<file path="src/rtl/fsk_word_port.sv">
module fsk_word_port #(
  parameter int CLK_HZ    = 3579545,
  parameter int BAUD_RATE = 1200
) (
  input  logic clk,
  input  logic rst_n,
  input  logic mode_buf,
  input  logic ctl_a,
  input  logic ctl_b,
  input  logic rx_bit,
  input  logic sclk,
  output logic dout,
  output logic rdy_n
);
  localparam int BIT_CYC = CLK_HZ / BAUD_RATE;
  localparam int HALF    = BIT_CYC / 2;
  localparam int CW      = $clog2(BIT_CYC + 1);
  localparam logic [1:0] S_IDLE = 2'd0, S_START = 2'd1, S_DATA = 2'd2;

  logic       pd, run;
  logic [2:0] rxs, cks;
  logic [1:0] st;
  logic [CW-1:0] cnt;
  logic [3:0] nbit;
  logic [8:0] sh, osr;
  logic       q, rdy_r;
  logic       line, start_edge, sclk_rise, word_done;

  assign pd         = mode_buf & ~ctl_a & ~ctl_b;
  assign run        = mode_buf & ~pd;
  assign line       = rxs[1];
  assign start_edge = rxs[2] & ~rxs[1];
  assign sclk_rise  = cks[1] & ~cks[2];
  assign word_done  = run && st == S_DATA && cnt == CW'(BIT_CYC - 1) && nbit == 4'd8;

  always_ff @(posedge clk or negedge rst_n)
    if (!rst_n) begin
      rxs <= 3'b111;
      cks <= 3'b000;
    end else begin
      rxs <= {rxs[1:0], rx_bit};
      cks <= {cks[1:0], sclk};
    end

  always_ff @(posedge clk or negedge rst_n)
    if (!rst_n) begin
      st   <= S_IDLE;
      cnt  <= '0;
      nbit <= '0;
      sh   <= '1;
    end else if (!run) begin
      st   <= S_IDLE;
      cnt  <= '0;
      nbit <= '0;
    end else begin
      case (st)
        S_IDLE:
          if (start_edge) begin
            st  <= S_START;
            cnt <= '0;
          end
        S_START:
          if (cnt == CW'(HALF - 1)) begin
            cnt  <= '0;
            nbit <= '0;
            st   <= line ? S_IDLE : S_DATA;
          end else cnt <= cnt + 1'b1;
        S_DATA:
          if (cnt == CW'(BIT_CYC - 1)) begin
            cnt  <= '0;
            sh   <= {line, sh[8:1]};
            nbit <= nbit + 1'b1;
            if (nbit == 4'd8) st <= S_IDLE;
          end else cnt <= cnt + 1'b1;
        default: st <= S_IDLE;
      endcase
    end

  always_ff @(posedge clk or negedge rst_n)
    if (!rst_n) begin
      osr   <= '1;
      q     <= 1'b1;
      rdy_r <= 1'b1;
    end else if (word_done) begin
      osr   <= {line, sh[8:1]};
      rdy_r <= 1'b0;
    end else if (run) begin
      if (sclk_rise) begin
        q   <= osr[0];
        osr <= {1'b1, osr[8:1]};
      end
      if (sclk_rise || (st == S_IDLE && start_edge)) rdy_r <= 1'b1;
    end

  assign dout  = !mode_buf ? rx_bit : (pd ? 1'b1 : q);
  assign rdy_n = ~run | rdy_r;
endmodule


</file>
<file path="config.mk">
export PLATFORM = sky130hd
export DESIGN_NAME = fsk_word_port
export DESIGN_NICKNAME = d
export VERILOG_FILES = /design/src/rtl/fsk_word_port.sv
export SDC_FILE = /design/constraint.sdc
export NUM_CORES = 1
export LEC_CHECK = 0
export BUFFER_PORTS_ARGS = -buffer_cell sky130_fd_sc_hd__buf_2
export CAP_MARGIN = 0
export CORE_ASPECT_RATIO = 0.75
export CORE_MARGIN = 4
export CORE_UTILIZATION = 25
export DETAILED_ROUTE_END_ITERATION = 7
export SLEW_MARGIN = 20
export SYNTH_ARGS = -nofsm -noshare
export SYNTH_HDL_FRONTEND = slang
export SYNTH_SLANG_ARGS = --single-unit
</file>
<file path="constraint.sdc">
create_clock -name clk -period 4.3 [get_ports clk]
set_clock_uncertainty 0.2 [all_clocks]
set_input_delay 0.215 -clock clk [delete_from_list [all_inputs] [get_ports clk]]
set_output_delay 0.215 -clock clk [all_outputs]
set_load 0.01 [all_outputs]
</file>
Word-level counts from Yosys, hierarchy flattened
Cells that the tools add are included.
- multiplexer cells: 24
- equal/unequal tests: 11
- add/subtract/negate cells: 2
- reduce and logical (&&, ||, !) cells: 16
- bitwise gates (word level): 13
- operator list (operator ; number):
    $mux 12 ; 4
    $pmux 12 s3 ; 1
    $mux 9 ; 3
    $add 12x1->12 const B ; 1
    $eq 12x11->1 const B ; 1
    $eq 12x12->1 const B ; 1
    $mux 2 ; 6
    $mux 4 ; 3
    $reduce_and 3->1 ; 3
    $pmux 4 s2 ; 1
    $not 1->1 ; 7
    $ne 3x2->1 const B ; 2
    $ne 3x3->1 const B ; 2
    $pmux 2 s3 ; 1
    $reduce_and 2->1 ; 3
    $reduce_bool 2->1 ; 3
    $and 1x1->1 ; 5
    $mux 1 ; 5
    $add 4x1->4 const B ; 1
    $eq 4x4->1 const B ; 1
    $logic_and 1x1->1 ; 4
    $ne 4x1->1 const B ; 1
    $reduce_and 4->1 ; 1
    $ne 3x1->1 const B ; 1
    5 further kinds ; 5
- input bits: 7
- output and inout bits: 2
- register bits after elaboration: 44
- logic and storage cells: 75

Logic depth before layout (Yosys ltp)
Gate-level depths: netlist of the first run.
- depth in word-level cells: 10
- depth in mapped cells: 8

Worst setup path after synthesis of the first run
OpenSTA, ideal clock, no wires.
- kind: reg2reg
- start: register cnt[0]
- end: register cnt[6]
- data arrival time: 2.000 ns
- path slack: 1.974 ns
- stages on the path, launching flop included: 8
- clock period less this slack: 2.326 ns
- buffers on the path: 0
- cells stage by stage: dfrtp_1 -> inv_1 -> ha_1 -> or4b_2 -> nor3_2 -> o22a_1 -> nor2_1 -> a221o_1
- longest elaborated chain between the ends: 4
- ends and longest elaborated chain (item ; line ; text):
    start, declared ; 23 ; logic [CW-1:0] cnt;
    start signal, assigned ; 67 ; end else cnt <= cnt + 1'b1;
    start signal, assigned ; 74 ; end else cnt <= cnt + 1'b1;
    $add 12x1->12, or another cell as far along ; 67, 74 ;
    $mux 12, on equally long branches ; 69, 63 ;
    $pmux 12 s3 * ; 56 ; case (st)
    $mux 12 * ; 51 ; end else if (!run) begin
Mark *: on every way between the ends. The rest lies on a longest branch, timed or not.
A chain may end at the register's enable or synchronous reset.

Worst setup path in the final report of the first run
- start: register st[0]
- end: register q
- longest elaborated chain between the ends: 6
- ends and longest elaborated chain (item ; line ; text):
    start, declared ; 22 ; logic [1:0] st;
    start signal, assigned ; 66 ; st <= line ? S_IDLE : S_DATA;
    $eq 2x2->1 ; 34 ; assign word_done = run && st == S_DATA && cnt == CW'(BIT_CYC - 1) && nbit == 4'd8;
    $logic_and 1x1->1 (3 in a row) ; 34 ;
    $not 1->1 (no source line) ; n/a ;
    $reduce_and 3->1 (no source line) ; n/a ;
    end signal, assigned ; 89 ; q <= osr[0];
    end, declared ; 26 ; logic q, rdy_r;
Every way passes these cells.

==> results of run 1 <==
==> cell usage after synthesis (2+ instances only) <==
master | instances | share of area [%]
a21o_1 | 2 | 0.67
a21oi_1 | 14 | 3.1
a22o_1 | 4 | 1.6
and3_1 | 2 | 0.56
buf_6 | 2 | 1.0
clkbuf_1 | 2 | 0.33
dfrtp_1 | 21 | 23
dfstp_2 | 22 | 26
ha_1 | 8 | 4.5
inv_1 | 10 | 1.7
mux2_2 | 9 | 4.5
mux2_4 | 2 | 1.3
mux2i_1 | 8 | 3.6
nand2_1 | 15 | 2.5
nand2b_1 | 2 | 0.56
nand3_1 | 12 | 2.7
nand3b_1 | 2 | 0.67
nand4_1 | 2 | 0.56
nor2_1 | 20 | 3.3
nor2b_1 | 2 | 0.56
nor3_1 | 3 | 0.67
o211ai_1 | 2 | 0.67
o21ai_0 | 10 | 2.2
o22a_1 | 2 | 0.78
o22ai_1 | 4 | 1.1
o311ai_0 | 3 | 1.2
o31ai_1 | 4 | 1.3
or3_1 | 2 | 0.56
or4_1 | 2 | 0.67
or4b_4 | 2 | 1.2
==> flip-flops by register name (all words and copies together) (netlist names) <==
register,flops
rdy_r,1
sh,8
rxs,3
nbit,4
cks,3
st,2
q,1
osr,9
cnt,12
==> worst paths after layout <==
kind	end	slack [ns]	depth (start not counted)
worst max-delay path	q	1.34	7
worst min-delay path	cks[1]	0.15	0
worst max register to register	q	1.34	7
worst min register to register	cks[1]	0.15	0
max in group asynchronous	st[1]	2.91	2
min in group asynchronous	cnt[8]	0.41	2
==> metrics by stage <==
| step | setup slack, ns | total power [mW] | instance area, sq um | cells | hold WS [ns] |
|---|---|---|---|---|---|
| final | 1.343 | 1.050 | 2590 | 333 | 0.1507 |
| after floorplan | 1.974 | 0.5879 | 2246 | 211 | -0.2806 |
| after CTS | 1.330 | 1.057 | 2590 | 333 | 0.1518 |
| after global routing | 1.072 | 1.094 | 2590 | 333 | 0.1673 |
| after global placement | 1.423 | 0.6313 | 2391 | 322 | 0.1226 |
| after detailed placement | 1.368 | 0.6333 | 2391 | 322 | 0.1243 |
==> metal layers <==
metal | global-route usage, % | vias to the layer above | share of wire (%)
met5 | 0 | - | 0
met4 | 3.906 | 0 | 1.9
met3 | 2.258 | 7 | 3.3
met2 | 12.31 | 22 | 43
met1 | 12.30 | 778 | 52
li1 | - | 802 | -
==> final cells by class <==
class                   count  area share, %
clock buffers               7          6.329
clock inverters             1         0.1932
repair buffers             11          2.705
inverters                  10          1.449
multi-input cells         153          41.50
flip-flops and latches     43          42.61
well taps                 108          5.217
==> timing repair <==
action	CTS	global route
hold buffers	3	0
endpoints found under the hold margin	23	0
resized for setup	0	0
==> kinds of logic after synthesis <==
family,count (synthesis),synth area share [%]
AOI/OAI and AO/OA,50,14.60
buffers and inverters,15,3.231
muxes,19,9.415
adders and majority gates,8,4.457
and+or+nand+nor,76,19.16
DFF,43,49.14
==> power breakdown <==
part	internal [mW]	total (mW)	switching [mW]
clock network	0.265	0.421	0.156
registers	0.459	0.480	0.0213
logic	0.0625	0.148	0.0859
total	0.787	1.05	0.263
==> impl_metrics.py, run 1 <==
metrics = {
    "outcome": {
        "status": "completed",
    },
    "layout": {
        "multi_input_area_sq_um": 1075,
        "nFillCells": 847,
        "nets": 239,
        "synthToLayoutAreaGrowth_pct": 15.32,
        "final_util_pct": 30.12,
        "layout_common_cells": "dfstp_2 (22), dfrtp_1 (21), nor2_1 (20), nand2_1 (15), a21oi_1 (14)",
        "drive_gt1_share_pct": 25.78,
        "diodes": 0,
        "regArea_sq_um": 1104,
        "final_common_cell": "dfstp_2",
    },
    "routing": {
        "dr.pass1.iters": 4,
        "num_vias": 1609,
        "drtIter0Drc": 71,
        "wirelength_microns": 4424,
        "wl_per_cell_microns": 13.29,
        "drc": 0,
        "viasPerCell": 4.832,
        "ant_nets": 0,
    },
    "floorplanning": {
        "dieWidth_microns": 117.4,
        "coreArea_sq_um": 8600,
        "rows": 29,
        "die_h_microns": 90.09,
        "die_area_sq_um": 10580,
        "initial_core_util_pct": 26.12,
        "ioPinCount": 9,
    },
    "grt": {
        "grt_usage_pct": 8.672,
        "antenna_found_initial": 0,
        "grt_max_degree": 44,
        "grt_pass1_wl_microns": 7465,
        "grt-ovfl-total": 0,
        "grt_pass1_vias": 1521,
    },
    "worst_setup_path": {
        "critPathKind": "register to register",
        "path_cells": "inv_1 > ha_1 > o211ai_1 > nor4_4 > nand2_1 > nand2_1 > mux2_2",
        "critical_path_buf_inv_count": 1,
        "reg2reg_from": "st[0]",
        "cp-startpoint": "st[0]",
        "crit_family": "simple AND/OR/NAND/NOR gates",
        "cpMostUsedCell": "nand2_1",
        "critPathMaxFanout": 20,
        "crit_path_end_kind": "register",
        "cp.arrival_ns": 2.97,
        "cp_data_required_time_ns": 4.31,
        "slowest_stage": "nor4_4",
        "crit_path_max_incr_delay_ns": 0.63,
        "startpoint_type": "register",
    },
    "timing": {
        "hold_violations": 0,
        "rsz0062_at_grt": "no",
        "tightest_slew_ns": 0.9968,
        "slew_violations": 0,
        "setup_violations": 0,
        "tns_ns": 0,
        "relSlewSlack_pct": 33.26,
        "period_share_pct": 68.78,
        "clock.fmax_mhz": 338.1,
        "min_period_ns": 2.957,
    },
    "yosys": {
        "syn-instance-count": 211,
        "syn_area_per_cell_sq_um": 10.64,
        "ys_warn_count": 0,
        "synth_ff_type": "dfstp_2",
        "synth_edf_count": 0,
        "syn_nets": 226,
        "synthDistinctLibCells": 46,
        "synthArstFlopShare_pct": 100.0,
        "syn_area_sq_um": 2246,
        "ys_seq_elements": 43,
        "synth_seq_area_share_pct": 49.14,
    },
    "placement": {
        "globalplace.congestion": 0.8406,
        "dp_hpwl_microns": 3151,
        "numPortBuffers": 8,
    },
    "clocking": {
        "worstSkewPairLatency_ns": 0.28,
        "cts_buffers": 5,
        "root_buffer": "clkbuf_16",
        "cts.path.max_buffers": 2,
        "postCtsSetupBuffers": 0,
        "clk_pin_slew_ns": 0.06,
        "cts_sinks": 43,
        "cts_tree": "done",
        "cts_max_level": 2,
    },
    "power": {
        "power_leakage_nw": 1.057,
        "powerDensity_nw_per_um2": 405.3,
        "ir_drop_v": 0.0001556,
    },
    "worst_hold_path": {
        "min_from": "cks[0]",
        "hold_path.class": "register to register",
    },
    "run": {
        "maxCapViolCount": 0,
    },
}
No activity file was read; power rests on OpenSTA's default activity.
==> run 2: changes to the inputs <==
--- a/config.mk
+++ b/config.mk
@@ -5,6 +5,7 @@
 export SDC_FILE = /design/constraint.sdc
 export NUM_CORES = 1
 export LEC_CHECK = 0
+export ABC_AREA = 1
 export BUFFER_PORTS_ARGS = -buffer_cell sky130_fd_sc_hd__buf_2
 export CAP_MARGIN = 0
 export CORE_ASPECT_RATIO = 0.75
==> constraint.sdc (replaced) <==
create_clock -name clk -period 2.7 [get_ports clk]
set_clock_uncertainty 0.2 [all_clocks]
set_input_delay 0.135 -clock clk [delete_from_list [all_inputs] [get_ports clk]]
set_output_delay 0.135 -clock clk [all_outputs]
set_load 0.01 [all_outputs]
==> run 2 against run 1 <==
Net effect: count of clock-buffer cells in the layout shrank 2; fmax up 40%; total power increased by 57%; setup slack got worse by 0.75 ns; synthesized area is 10% higher; clock power increased by 44%; first-iteration DRC count up 120%; die area is 9.2% higher; synthesized cell count is 45% higher; critical path type unchanged; largest cell class is now multi-input combinational cells; highest routed layer unchanged.
==> impl_metrics.py, run 2 <==
metrics = {
    "outcome": {
        "status": "completed",
    },
    "layout": {
        "synthToLayoutAreaGrowth_pct": 13.47,
        "diodes": 0,
        "finalNonFillerCells": 453,
        "final_common_cell": "nand2_1",
        "regArea_sq_um": 1104,
        "reg_top3": "cnt: 12 flops, osr: 9 flops, sh: 8 flops",
        "multi_input_area_sq_um": 1135,
        "largest_reg_flops": 12,
        "layout_common_cells": "nand2_1 (98), inv_1 (39), dfstp_2 (22), dfrtp_1 (21)",
        "nets": 335,
        "nFillCells": 1023,
        "drive_gt1_share_pct": 21.50,
        "regMostFlops": "cnt",
    },
    "routing": {
        "wl_per_cell_microns": 10.63,
        "viasPerCell": 4.212,
        "wirelength_microns": 4817,
        "ant_nets": 0,
        "drtIter0Drc": 155,
        "dr.pass1.iters": 4,
        "num_vias": 1908,
        "drc": 0,
    },
    "clocking": {
        "cts_max_level": 2,
        "clk_pin_slew_ns": 0.06,
        "cts_tree": "done",
        "cts_resized": 0,
        "cts-hold-fix-buffers": 3,
        "cts_buffers": 5,
        "postCtsSetupBuffers": 0,
        "worstSkewPairLatency_ns": 0.28,
        "cts_sinks": 43,
        "cts.path.max_buffers": 2,
        "root_buffer": "clkbuf_16",
    },
    "worst_setup_path": {
        "critPathKind": "register to register",
        "cpMostUsedCell": "nand2_4",
        "cp.arrival_ns": 2.13,
        "critPathMaxFanout": 13,
        "crit_family": "simple AND/OR/NAND/NOR gates",
        "crit_path_end_kind": "register",
        "path_cells": "inv_1 > ha_1 > inv_2 > nor2_8 > inv_4 > nor2_4 > nand2_4 > nand2_4 > nand2_4 > inv_2 > nand2_1 > nand2_1",
        "cp_data_required_time_ns": 2.73,
        "cp-startpoint": "st[0]",
        "slowest_stage": "dfrtp_1",
        "critical_path_buf_inv_count": 4,
        "startpoint_type": "register",
        "ff2ff_setup_slack_ns": 0.59,
        "reg2reg_from": "st[0]",
        "crit_path_max_incr_delay_ns": 0.39,
    },
    "power": {
        "power_leakage_nw": 1.307,
        "ir_drop_v": 0.0004091,
        "powerDensity_nw_per_um2": 587.8,
    },
    "floorplanning": {
        "rows": 31,
        "coreArea_sq_um": 9658,
        "die_area_sq_um": 11560,
        "dieWidth_microns": 122.8,
        "initial_core_util_pct": 25.59,
        "die_h_microns": 94.10,
        "ioPinCount": 9,
    },
    "yosys": {
        "synthMuxAreaShare_pct": 0,
        "synth_top_area_share_pct": 23.39,
        "yosys.area_share.simple_pct": 32.46,
        "syn_nets": 322,
        "syn_area_sq_um": 2471,
        "synth_seq_area_share_pct": 44.66,
        "yosys.area.top_type": "dfstp_2",
        "synth_ff_type": "dfstp_2",
        "synth_xor_area_share_pct": 0.7089,
        "synth_top_family_by_area": "simple AND/OR/NAND/NOR gates",
        "ys_top_cells_by_count": "nand2_1 (98), inv_1 (39), dfstp_2 (22)",
        "synthArstFlopShare_pct": 100.0,
        "synth_compound_area_share_pct": 8.709,
        "ys_top_cells_by_area": "dfstp_2 (23%), dfrtp_1 (21%), nand2_1 (15%), inv_1 (5.9%), ha_1 (4.1%)",
        "syn_area_per_cell_sq_um": 8.049,
        "ys_seq_elements": 43,
        "yosysMostFrequentCell": "nand2_1",
        "synth_adder_area_share_pct": 4.051,
        "ys_warn_count": 0,
        "synthDistinctLibCells": 35,
        "synth_edf_count": 0,
        "syn-instance-count": 307,
    },
    "grt": {
        "grt_pass1_vias": 1819,
        "grt_max_degree": 44,
        "grt_pass1_wl_microns": 8763,
        "grt_usage_pct": 9.251,
        "antenna_found_initial": 0,
        "grt-ovfl-total": 0,
    },
    "placement": {
        "globalplace.congestion": 0.8417,
        "place_inst": 442,
        "numPortBuffers": 8,
        "dp_hpwl_microns": 3547,
    },
    "timing": {
        "slew_violations": 0,
        "setup_violations": 0,
        "clock.fmax_mhz": 474.5,
        "tns_ns": 0,
        "rsz0062_at_grt": "no",
        "relSlewSlack_pct": 38.35,
        "min_period_ns": 2.107,
        "hold_violations": 0,
        "tightest_slew_ns": 0.9247,
        "period_share_pct": 78.05,
    },
    "worst_hold_path": {
        "hold_path.class": "primary input to register",
        "min_from": "mode_buf",
    },
    "run": {
        "maxCapViolCount": 0,
    },
}
-- run 2: worst min-delay path, stage by stage --
cell	delay (ns)
buf_2	0.13
o21ai_4	0.13
nor2_2	0.06
inv_1	0.05
o21ai_0	0.08
-- run 2: report_power, final --
part           total (mW)  internal, mW  leakage [nW]  switching, mW
clock network       0.608         0.346        0.0708          0.262
registers           0.752         0.722         0.515         0.0296
logic               0.288        0.0902         0.721          0.198
-- run 2: cell type report --
type,instances,share of cell area [%]
well taps,132,5.890
inverters,48,6.515
clock buffers,5,4.462
flip-flops and latches,43,39.36
clock inverters,3,0.8032
multi-input cells,211,40.47
repair buffers,11,2.499
-- run 2: cell families after synthesis --
logic type,count (synthesis)
AND/OR/NAND/NOR,164
buffers and inverters,53
flip-flops,43
AO/OA/AOI/OAI,37
adder cells (fa/ha/maj),8
XOR/XNOR,2
-- run 2: worst paths after layout --
kind / cells past startpoint / to
worst max-delay path: 12 / osr[3]
worst min-delay path: 5 / st[0]
worst max register to register: 12 / osr[3]
worst min register to register: 0 / rxs[1]
max in group asynchronous: 2 / cks[2]
min in group asynchronous: 2 / cnt[8]
-- run 2: per-stage QoR --
step / utilization, % / setup WS (ns) / instance area, sq um / hold slack [ns] / power, mW
after global routing: 29.03 / 0.3614 / 2804 / 0.1629 / 1.753
after detailed placement: 27.19 / 0.6093 / 2626 / 0.04432 / 1.046
after global placement: 27.19 / 0.6839 / 2626 / 0.04624 / 1.044
after CTS: 29.03 / 0.5874 / 2804 / 0.1512 / 1.673
final: 29.03 / 0.5926 / 2804 / 0.1518 / 1.648
after floorplan: - / 0.9634 / 2471 / -0.3606 / 0.9778
-- run 2: per-layer routing --
layer / vias to the layer above / GRT usage, % / part of all wire, %
li1: 980 / - / -
met1: 877 / 14.41 / 53
met2: 45 / 12.69 / 41
met3: 6 / 1.987 / 5.2
met4: 0 / 2.237 / 0.64
met5: - / 0 / 0
